**config.mk**
```make
export PLATFORM = sky130hd
export DESIGN_NAME = pilot_dpll
export DESIGN_NICKNAME = d
export VERILOG_FILES = /design/src/rtl/pilot_dpll_pkg.sv /design/src/rtl/pdpll_loop_filter.sv /design/src/rtl/pdpll_phase_acc.sv /design/src/rtl/pdpll_rotor_angle.sv /design/src/rtl/pilot_dpll.sv
export SDC_FILE = /design/constraint.sdc
export NUM_CORES = 1
export LEC_CHECK = 0
export ABC_AREA = 1
export ABC_CLOCK_PERIOD_IN_PS = 23200
export BUFFER_PORTS_ARGS = -buffer_cell sky130_fd_sc_hd__buf_2
export CAP_MARGIN = 20
export CORE_ASPECT_RATIO = 1.4
export CORE_MARGIN = 2
export CORE_UTILIZATION = 60
export DETAILED_ROUTE_END_ITERATION = 16
export PLACE_DENSITY_LB_ADDON = 0.25
export REMOVE_ABC_BUFFERS = 1
export SLEW_MARGIN = 10
export SYNTH_ARGS = -nofsm -noshare
export SYNTH_HDL_FRONTEND = slang
export SYNTH_SLANG_ARGS = --single-unit
```
**constraint.sdc**
```tcl
create_clock -name clk -period 23.2 [get_ports clk]
set_input_delay 2.32 -clock clk [delete_from_list [all_inputs] [get_ports clk]]
set_output_delay 2.32 -clock clk [all_outputs]
set_load 0.005 [all_outputs]
```
**src/rtl/pilot_dpll_pkg.sv**
```systemverilog
// Shared definitions for the pilot-tone timing loop.
// Assumes: nothing beyond IEEE 1800-2017.
package pilot_dpll_pkg;

    // Kind of sample slip decided for one symbol.
    typedef enum logic [1:0] {
        SLIP_NONE   = 2'd0,
        SLIP_INSERT = 2'd1,
        SLIP_DELETE = 2'd2
    } slip_kind_e;

endpackage

```
**src/rtl/pdpll_loop_filter.sv**
```systemverilog
// Proportional-plus-integral loop filter.
// Holds the integrator, which is the frequency-offset estimate, and gives
// out the saturated phase step for the current symbol combinationally.
// Assumes: ACC_W > ERR_W, and half a sample is 2^(ACC_W-3).
module pdpll_loop_filter #(
    parameter int ERR_W   = 16,
    parameter int ACC_W   = 24,
    parameter int SHIFT_W = 5
) (
    input  logic                      clk,
    input  logic                      rst_n,
    input  logic                      clear_i,
    input  logic                      strobe_i,
    input  logic signed [ERR_W-1:0]   err_i,
    input  logic [SHIFT_W-1:0]        kp_shift_i,
    input  logic [SHIFT_W-1:0]        ki_shift_i,
    output logic signed [ACC_W-1:0]   integ_o,
    output logic signed [ACC_W-1:0]   step_o
);
    localparam int HALF_EXP = ACC_W - 3;
    localparam logic signed [ACC_W:0]   LIM_W = (ACC_W+1)'(longint'(1) << HALF_EXP);
    localparam logic signed [ACC_W-1:0] LIM   = ACC_W'(longint'(1) << HALF_EXP);

    logic signed [ACC_W-1:0] err_ext;
    logic signed [ACC_W-1:0] i_term;
    logic signed [ACC_W-1:0] p_term;
    logic signed [ACC_W:0]   sum_i;
    logic signed [ACC_W:0]   sum_p;
    logic signed [ACC_W-1:0] integ_q;
    logic signed [ACC_W-1:0] integ_nx;

    assign err_ext = {{(ACC_W-ERR_W){err_i[ERR_W-1]}}, err_i};
    assign i_term  = err_ext >>> ki_shift_i;
    assign p_term  = err_ext >>> kp_shift_i;

    // Integrator update with saturation at half a sample.
    always_comb begin
        sum_i = {integ_q[ACC_W-1], integ_q} + {i_term[ACC_W-1], i_term};
        if (sum_i > LIM_W) begin
            integ_nx = LIM;
        end else if (sum_i < -LIM_W) begin
            integ_nx = -LIM;
        end else begin
            integ_nx = sum_i[ACC_W-1:0];
        end
    end

    // Phase step: new integrator plus proportional term, saturated.
    always_comb begin
        sum_p = {integ_nx[ACC_W-1], integ_nx} + {p_term[ACC_W-1], p_term};
        if (sum_p > LIM_W) begin
            step_o = LIM;
        end else if (sum_p < -LIM_W) begin
            step_o = -LIM;
        end else begin
            step_o = sum_p[ACC_W-1:0];
        end
    end

    // Integrator register, updated once per symbol strobe.
    always_ff @(posedge clk) begin
        if (!rst_n || clear_i) begin
            integ_q <= '0;
        end else if (strobe_i) begin
            integ_q <= integ_nx;
        end
    end

    assign integ_o = integ_q;

    assert_integ_bounded_R2: assert property (@(posedge clk) disable iff (!rst_n)
        (integ_q <= LIM) && (integ_q >= -LIM));

    assert_integ_hold_R4: assert property (@(posedge clk) disable iff (!rst_n)
        (!$past(strobe_i) && !$past(clear_i) && $past(rst_n)) |-> $stable(integ_q));

    assert_integ_clear_R1: assert property (@(posedge clk) disable iff (!rst_n)
        $past(clear_i) |-> (integ_q == '0));
endmodule

```
**src/rtl/pdpll_phase_acc.sv**
```systemverilog
// Phase accumulator with the two-tier correction decision.
// Adds the per-symbol step. When the sum leaves +-half a sample, it
// issues a one-cycle slip request and moves the accumulator by one sample.
// Assumes: |step_i| <= half a sample (the loop filter guarantees it).
module pdpll_phase_acc
    import pilot_dpll_pkg::*;
#(
    parameter int ACC_W = 24
) (
    input  logic                     clk,
    input  logic                     rst_n,
    input  logic                     clear_i,
    input  logic                     strobe_i,
    input  logic signed [ACC_W-1:0]  step_i,
    output logic signed [ACC_W-1:0]  acc_o,
    output logic signed [ACC_W-1:0]  acc_nx_o,
    output logic                     ins_o,
    output logic                     del_o
);
    localparam int UNIT_EXP = ACC_W - 2;
    localparam logic signed [ACC_W:0]   FULL_W = (ACC_W+1)'(longint'(1) << UNIT_EXP);
    localparam logic signed [ACC_W:0]   HALF_W = (ACC_W+1)'(longint'(1) << (UNIT_EXP-1));
    localparam logic signed [ACC_W-1:0] HALF   = ACC_W'(longint'(1) << (UNIT_EXP-1));

    logic signed [ACC_W-1:0] acc_q;
    logic signed [ACC_W:0]   raw;
    logic signed [ACC_W:0]   fin;
    slip_kind_e              kind;

    // Decide the slip kind and the rebased accumulator value.
    always_comb begin
        raw = {acc_q[ACC_W-1], acc_q} + {step_i[ACC_W-1], step_i};
        if (raw > HALF_W) begin
            kind = SLIP_DELETE;
            fin  = raw - FULL_W;
        end else if (raw < -HALF_W) begin
            kind = SLIP_INSERT;
            fin  = raw + FULL_W;
        end else begin
            kind = SLIP_NONE;
            fin  = raw;
        end
    end

    assign acc_nx_o = fin[ACC_W-1:0];

    // Accumulator register, updated once per strobe.
    always_ff @(posedge clk) begin
        if (!rst_n || clear_i) begin
            acc_q <= '0;
        end else if (strobe_i) begin
            acc_q <= acc_nx_o;
        end
    end

    // Slip request pulses, one per strobe at most.
    always_ff @(posedge clk) begin
        if (!rst_n || clear_i) begin
            ins_o <= 1'b0;
            del_o <= 1'b0;
        end else begin
            ins_o <= strobe_i && (kind == SLIP_INSERT);
            del_o <= strobe_i && (kind == SLIP_DELETE);
        end
    end

    assign acc_o = acc_q;

    assert_acc_bounded_R9: assert property (@(posedge clk) disable iff (!rst_n)
        (acc_q <= HALF) && (acc_q >= -HALF));

    assert_slip_exclusive_R7: assert property (@(posedge clk) disable iff (!rst_n)
        !(ins_o && del_o));

    assert_slip_needs_strobe_R7: assert property (@(posedge clk) disable iff (!rst_n)
        (ins_o || del_o) |-> ($past(strobe_i) && !$past(clear_i)));

    assert_del_rebase_R5: assert property (@(posedge clk) disable iff (!rst_n)
        del_o |-> (acc_q <= 0));

    assert_ins_rebase_R6: assert property (@(posedge clk) disable iff (!rst_n)
        ins_o |-> (acc_q >= 0));

    assert_acc_hold_R4: assert property (@(posedge clk) disable iff (!rst_n)
        (!$past(strobe_i) && !$past(clear_i) && $past(rst_n)) |-> $stable(acc_q));

    assert_acc_clear_R1: assert property (@(posedge clk) disable iff (!rst_n)
        $past(clear_i) |-> (acc_q == '0 && !ins_o && !del_o));
endmodule

```
**src/rtl/pdpll_rotor_angle.sv**
```systemverilog
// Rotor angle register.
// Scales the accumulated phase (2^(ACC_W-2) per sample) by the tone index
// and returns the phase in turns, 2^ANG_W per turn, for a 2^LOG2_NFFT
// point transform. The result wraps modulo one turn.
// Assumes: ACC_W-2 + LOG2_NFFT >= ANG_W.
module pdpll_rotor_angle #(
    parameter int ACC_W     = 24,
    parameter int TONE_W    = 8,
    parameter int LOG2_NFFT = 9,
    parameter int ANG_W     = 16
) (
    input  logic                     clk,
    input  logic                     rst_n,
    input  logic                     clear_i,
    input  logic                     strobe_i,
    input  logic signed [ACC_W-1:0]  acc_i,
    input  logic [TONE_W-1:0]        tone_i,
    output logic signed [ANG_W-1:0]  angle_o
);
    localparam int ROT_SHIFT = ACC_W - 2 + LOG2_NFFT - ANG_W;
    localparam int PROD_W    = ACC_W + TONE_W + 1;

    logic signed [PROD_W-1:0] acc_ext;
    logic signed [PROD_W-1:0] tone_ext;
    logic signed [PROD_W-1:0] prod;
    logic signed [ANG_W-1:0]  angle_nx;

    assign acc_ext  = {{(TONE_W+1){acc_i[ACC_W-1]}}, acc_i};
    assign tone_ext = {{(ACC_W+1){1'b0}}, tone_i};

    // Scale by tone index and keep one turn of phase.
    always_comb begin
        prod     = acc_ext * tone_ext;
        angle_nx = ANG_W'(prod >>> ROT_SHIFT);
    end

    // Angle register, refreshed at each strobe.
    always_ff @(posedge clk) begin
        if (!rst_n || clear_i) begin
            angle_o <= '0;
        end else if (strobe_i) begin
            angle_o <= angle_nx;
        end
    end

    assert_angle_hold_R8: assert property (@(posedge clk) disable iff (!rst_n)
        (!$past(strobe_i) && !$past(clear_i) && $past(rst_n)) |-> $stable(angle_o));

    assert_angle_clear_R1: assert property (@(posedge clk) disable iff (!rst_n)
        $past(clear_i) |-> (angle_o == '0));
endmodule

```
**src/rtl/pilot_dpll.sv**
```systemverilog
// Pilot-tone timing recovery loop, top level.
// Chains the loop filter, the phase accumulator with slip decision, and
// the rotor angle register. Every result of a strobe appears one edge later.
// Assumes: at most one phase-error reading per cycle, flagged by the strobe.
module pilot_dpll #(
    parameter int ERR_W     = 16,
    parameter int ACC_W     = 24,
    parameter int SHIFT_W   = 5,
    parameter int TONE_W    = 8,
    parameter int LOG2_NFFT = 9,
    parameter int ANG_W     = 16
) (
    input  logic                     clk,
    input  logic                     rst_n,
    input  logic                     clear_i,
    input  logic                     sym_strobe_i,
    input  logic signed [ERR_W-1:0]  phase_err_i,
    input  logic [SHIFT_W-1:0]       kp_shift_i,
    input  logic [SHIFT_W-1:0]       ki_shift_i,
    input  logic [TONE_W-1:0]        tone_idx_i,
    output logic signed [ACC_W-1:0]  freq_est_o,
    output logic signed [ACC_W-1:0]  phase_acc_o,
    output logic signed [ANG_W-1:0]  rot_angle_o,
    output logic                     slip_ins_o,
    output logic                     slip_del_o
);
    logic signed [ACC_W-1:0] step;
    logic signed [ACC_W-1:0] acc_nx;

    pdpll_loop_filter #(
        .ERR_W   (ERR_W),
        .ACC_W   (ACC_W),
        .SHIFT_W (SHIFT_W)
    ) filt_i (
        .clk        (clk),
        .rst_n      (rst_n),
        .clear_i    (clear_i),
        .strobe_i   (sym_strobe_i),
        .err_i      (phase_err_i),
        .kp_shift_i (kp_shift_i),
        .ki_shift_i (ki_shift_i),
        .integ_o    (freq_est_o),
        .step_o     (step)
    );

    pdpll_phase_acc #(
        .ACC_W (ACC_W)
    ) acc_i (
        .clk      (clk),
        .rst_n    (rst_n),
        .clear_i  (clear_i),
        .strobe_i (sym_strobe_i),
        .step_i   (step),
        .acc_o    (phase_acc_o),
        .acc_nx_o (acc_nx),
        .ins_o    (slip_ins_o),
        .del_o    (slip_del_o)
    );

    pdpll_rotor_angle #(
        .ACC_W     (ACC_W),
        .TONE_W    (TONE_W),
        .LOG2_NFFT (LOG2_NFFT),
        .ANG_W     (ANG_W)
    ) rot_i (
        .clk      (clk),
        .rst_n    (rst_n),
        .clear_i  (clear_i),
        .strobe_i (sym_strobe_i),
        .acc_i    (acc_nx),
        .tone_i   (tone_idx_i),
        .angle_o  (rot_angle_o)
    );

    assert_slip_single_R7: assert property (@(posedge clk) disable iff (!rst_n)
        (slip_ins_o || slip_del_o) |-> $onehot0({slip_ins_o, slip_del_o}));
endmodule

```
==> results.sh <==
export IMPL_final_nets=2679
export IMPL_synth_top_area_frac=0.1978
export IMPL_fill_cells=2333
export IMPL_hold_class="register to register"
export IMPL_dpl_instance_area_um2=15340
export IMPL_die_area_um2=25750
export IMPL_worst_r2r_startpoint="filt_i.integ_o[0]"
export IMPL_final_area_um2=15660
export IMPL_core_rowCount=67
export IMPL_critPathMaxFanout=26
export IMPL_worst_path_largest_cell_delay_ps=710
export IMPL_portBuffers=103
export IMPL_synth_cell_types=51
export IMPL_min_period_ps=15640
export IMPL_finalWorstSetupSlack_ps=7560
export IMPL_slew_headroom=0.4528
export IMPL_yosysWarnings=0
export IMPL_ff2ff_setup_slack_ps=10520
export IMPL_vias=15200
export IMPL_critical_path_class="primary input to register"
export IMPL_drive_gt1_frac=0.06208
export IMPL_synth_edf_count=0
export IMPL_clkLatencyLatePin_ps=370
export IMPL_drtIter0Drc=916
export IMPL_initial_core_util=0.6121
export IMPL_syn2layout_area_growth_pct=6.701
export IMPL_holdBufCountCts=0
export IMPL_grt_overflow_total=0
export IMPL_hold_depth=2
export IMPL_reg2reg_depth=67
export IMPL_report_final_hold_viol_count=0
export IMPL_min_period_over_period=0.6741
export IMPL_cts_max_path_buffers=2
export IMPL_status="finished, final reports clean"
export IMPL_finalSetupViolations=0
export IMPL_die_x_um=136.2
export IMPL_grt_pass1_wl_mm=72.02
export IMPL_cp_data_arrival_time_ps=15910
export IMPL_async_flop_share=0
export IMPL_min_from="rot_i.angle_o[7]"
export IMPL_cap_viol_max_count=0
export IMPL_cts_buffers=9
export IMPL_seq_area_frac_synth=0.09003
export IMPL_syn_area_per_cell_um2=6.353
export IMPL_holdWs_ps=479.4
export IMPL_synth_seq_cells=66
export IMPL_yosysMostFrequentCell="nand2_1"
export IMPL_r2r_end="rot_i.angle_o[15]"
export IMPL_worst_setup_path_end_kind="register"
export IMPL_cts_resized_gates=0
export IMPL_drv_slew=0
export IMPL_cts_sinks=66
export IMPL_crit_top_cell="nand2_1"
export IMPL_fin_worst_skew_ps=13.49
export IMPL_rsz0062_at_grt="false"
export IMPL_cts_setup_buffers=0
export IMPL_coreArea_um2=23980
export IMPL_gp_congestion=1.062
export IMPL_start_kind="primary input"
export IMPL_grt_max_degree=71
export IMPL_grt_pass1_vias=15660
export IMPL_pre_cts_slack_ps=7496
export IMPL_synth_area_leaders="fa_1 20%, nand2_1 14%, inv_1 12%"
export IMPL_vias_per_cell=5.674
export IMPL_synth_common_cells="555 x nand2_1, 456 x inv_1, 270 x nor2_1"
export IMPL_wl_per_cell_um=16.55
export IMPL_slowest_stage="fa_1"
export IMPL_first_pass_iters=5
export IMPL_tns_ps=0
export IMPL_synthesis_area_um2=14680
export IMPL_num_antenna_cells=0
export IMPL_cp_required_ps=23470
export IMPL_grt_use_total=0.3552
export IMPL_boundaryPins=104
export IMPL_ys_flop_type="dfxtp_1"
export IMPL_synth_top_area_cell="fa_1"
export IMPL_drc_errors=0
export IMPL_fp_dieH_um=189.1
export IMPL_final_antenna_net_count=0
export IMPL_dp_hpwl_mm=36.41
export IMPL_antenna_found_initial=0
export IMPL_clock_tree_root_cell="clkbuf_16"
export IMPL_postSynthCellCount=2310
export IMPL_clk_pin_slew_ps=60
export IMPL_min_to="rot_i.angle_o[7]"
export IMPL_htreeDepth=3
export IMPL_cts_tree="done"
export IMPL_clock_fmax_mhz=63.94
export IMPL_drt_wl_total_mm=44.31
export IMPL_worst_slew_pin_transition_ps=819.9
-- cells by family after synthesis --
logic type	after synthesis	share of synthesized area
AO/OA/AOI/OAI	408	0.1561
XOR/XNOR	62	0.03802
adder cells (fa/ha/maj)	277	0.3103
buffers and inverters	527	0.1372
flip-flops	66	0.09003
multiplexers	3	0.002046
AND/OR/NAND/NOR	967	0.2663
-- layout by cell type (no fill, tap or decap), types with 35 or more instances in the layout --
master	instances
a21oi_1	160
dfxtp_1	66
nor2_1	269
xor2_1	35
inv_1	456
ha_1	132
o21ai_0	151
nand2_1	555
fa_1	145
nand3_1	75
buf_2	102
-- per-layer routing --
metal  up-vias  wire [µm]  track usage
met1      6989      15340       0.3403
met5         -          0            0
met4         0       4133       0.2929
met2       590      22490       0.6540
met3       261       2351      0.05435
li1       7355          -            -
-- through the flow --
step / std cells / utilization
detailed placement: 2663 / 0.6399
floorplan: 2247 / -
CTS: 2678 / 0.6532
global placement: 2663 / 0.6399
finish: 2678 / 0.6532
global route: 2678 / 0.6532
-- state kept, by name, indices dropped and copies added, names as in the netlist --
signal	flops
acc_i.ins_o	1
rot_i.angle_o	16
filt_i.integ_o	24
acc_i.acc_o	24
acc_i.del_o	1
-- final cells by class --
class,count,area (µm²),area share
repair buffers,106,540.5,0.03452
multi-input cells,1717,11350,0.7248
well taps,310,387.9,0.02477
clock buffers,11,242.7,0.01550
flip-flops and latches,66,1321,0.08437
clock inverters,4,76.32,0.004874
inverters,464,1742,0.1112
-- worst max-delay path by stage --
stage                         start                end  slack [ps]
floorplan           phase_err_i[10]  rot_i.angle_o[15]        9750
global route        phase_err_i[15]  rot_i.angle_o[15]        6300
global placement    phase_err_i[15]  rot_i.angle_o[15]        7920
detailed placement  phase_err_i[15]  rot_i.angle_o[15]        7500
finish              phase_err_i[15]  rot_i.angle_o[15]        7560
CTS                 phase_err_i[15]  rot_i.angle_o[15]        7840
-- critical path: cells and delay by family --
kind,cells,cell delay (ps)
and+or+nand+nor,42,5280
AOI/OAI and AO/OA,7,1400
xor gates and xnor gates,2,710
buffers and inverters,14,1590
adders and majority gates,11,4600
Power is left out: the tool's default activity adds up to more than one toggle a clock period on the data nets, which glitch-free logic cannot reach.
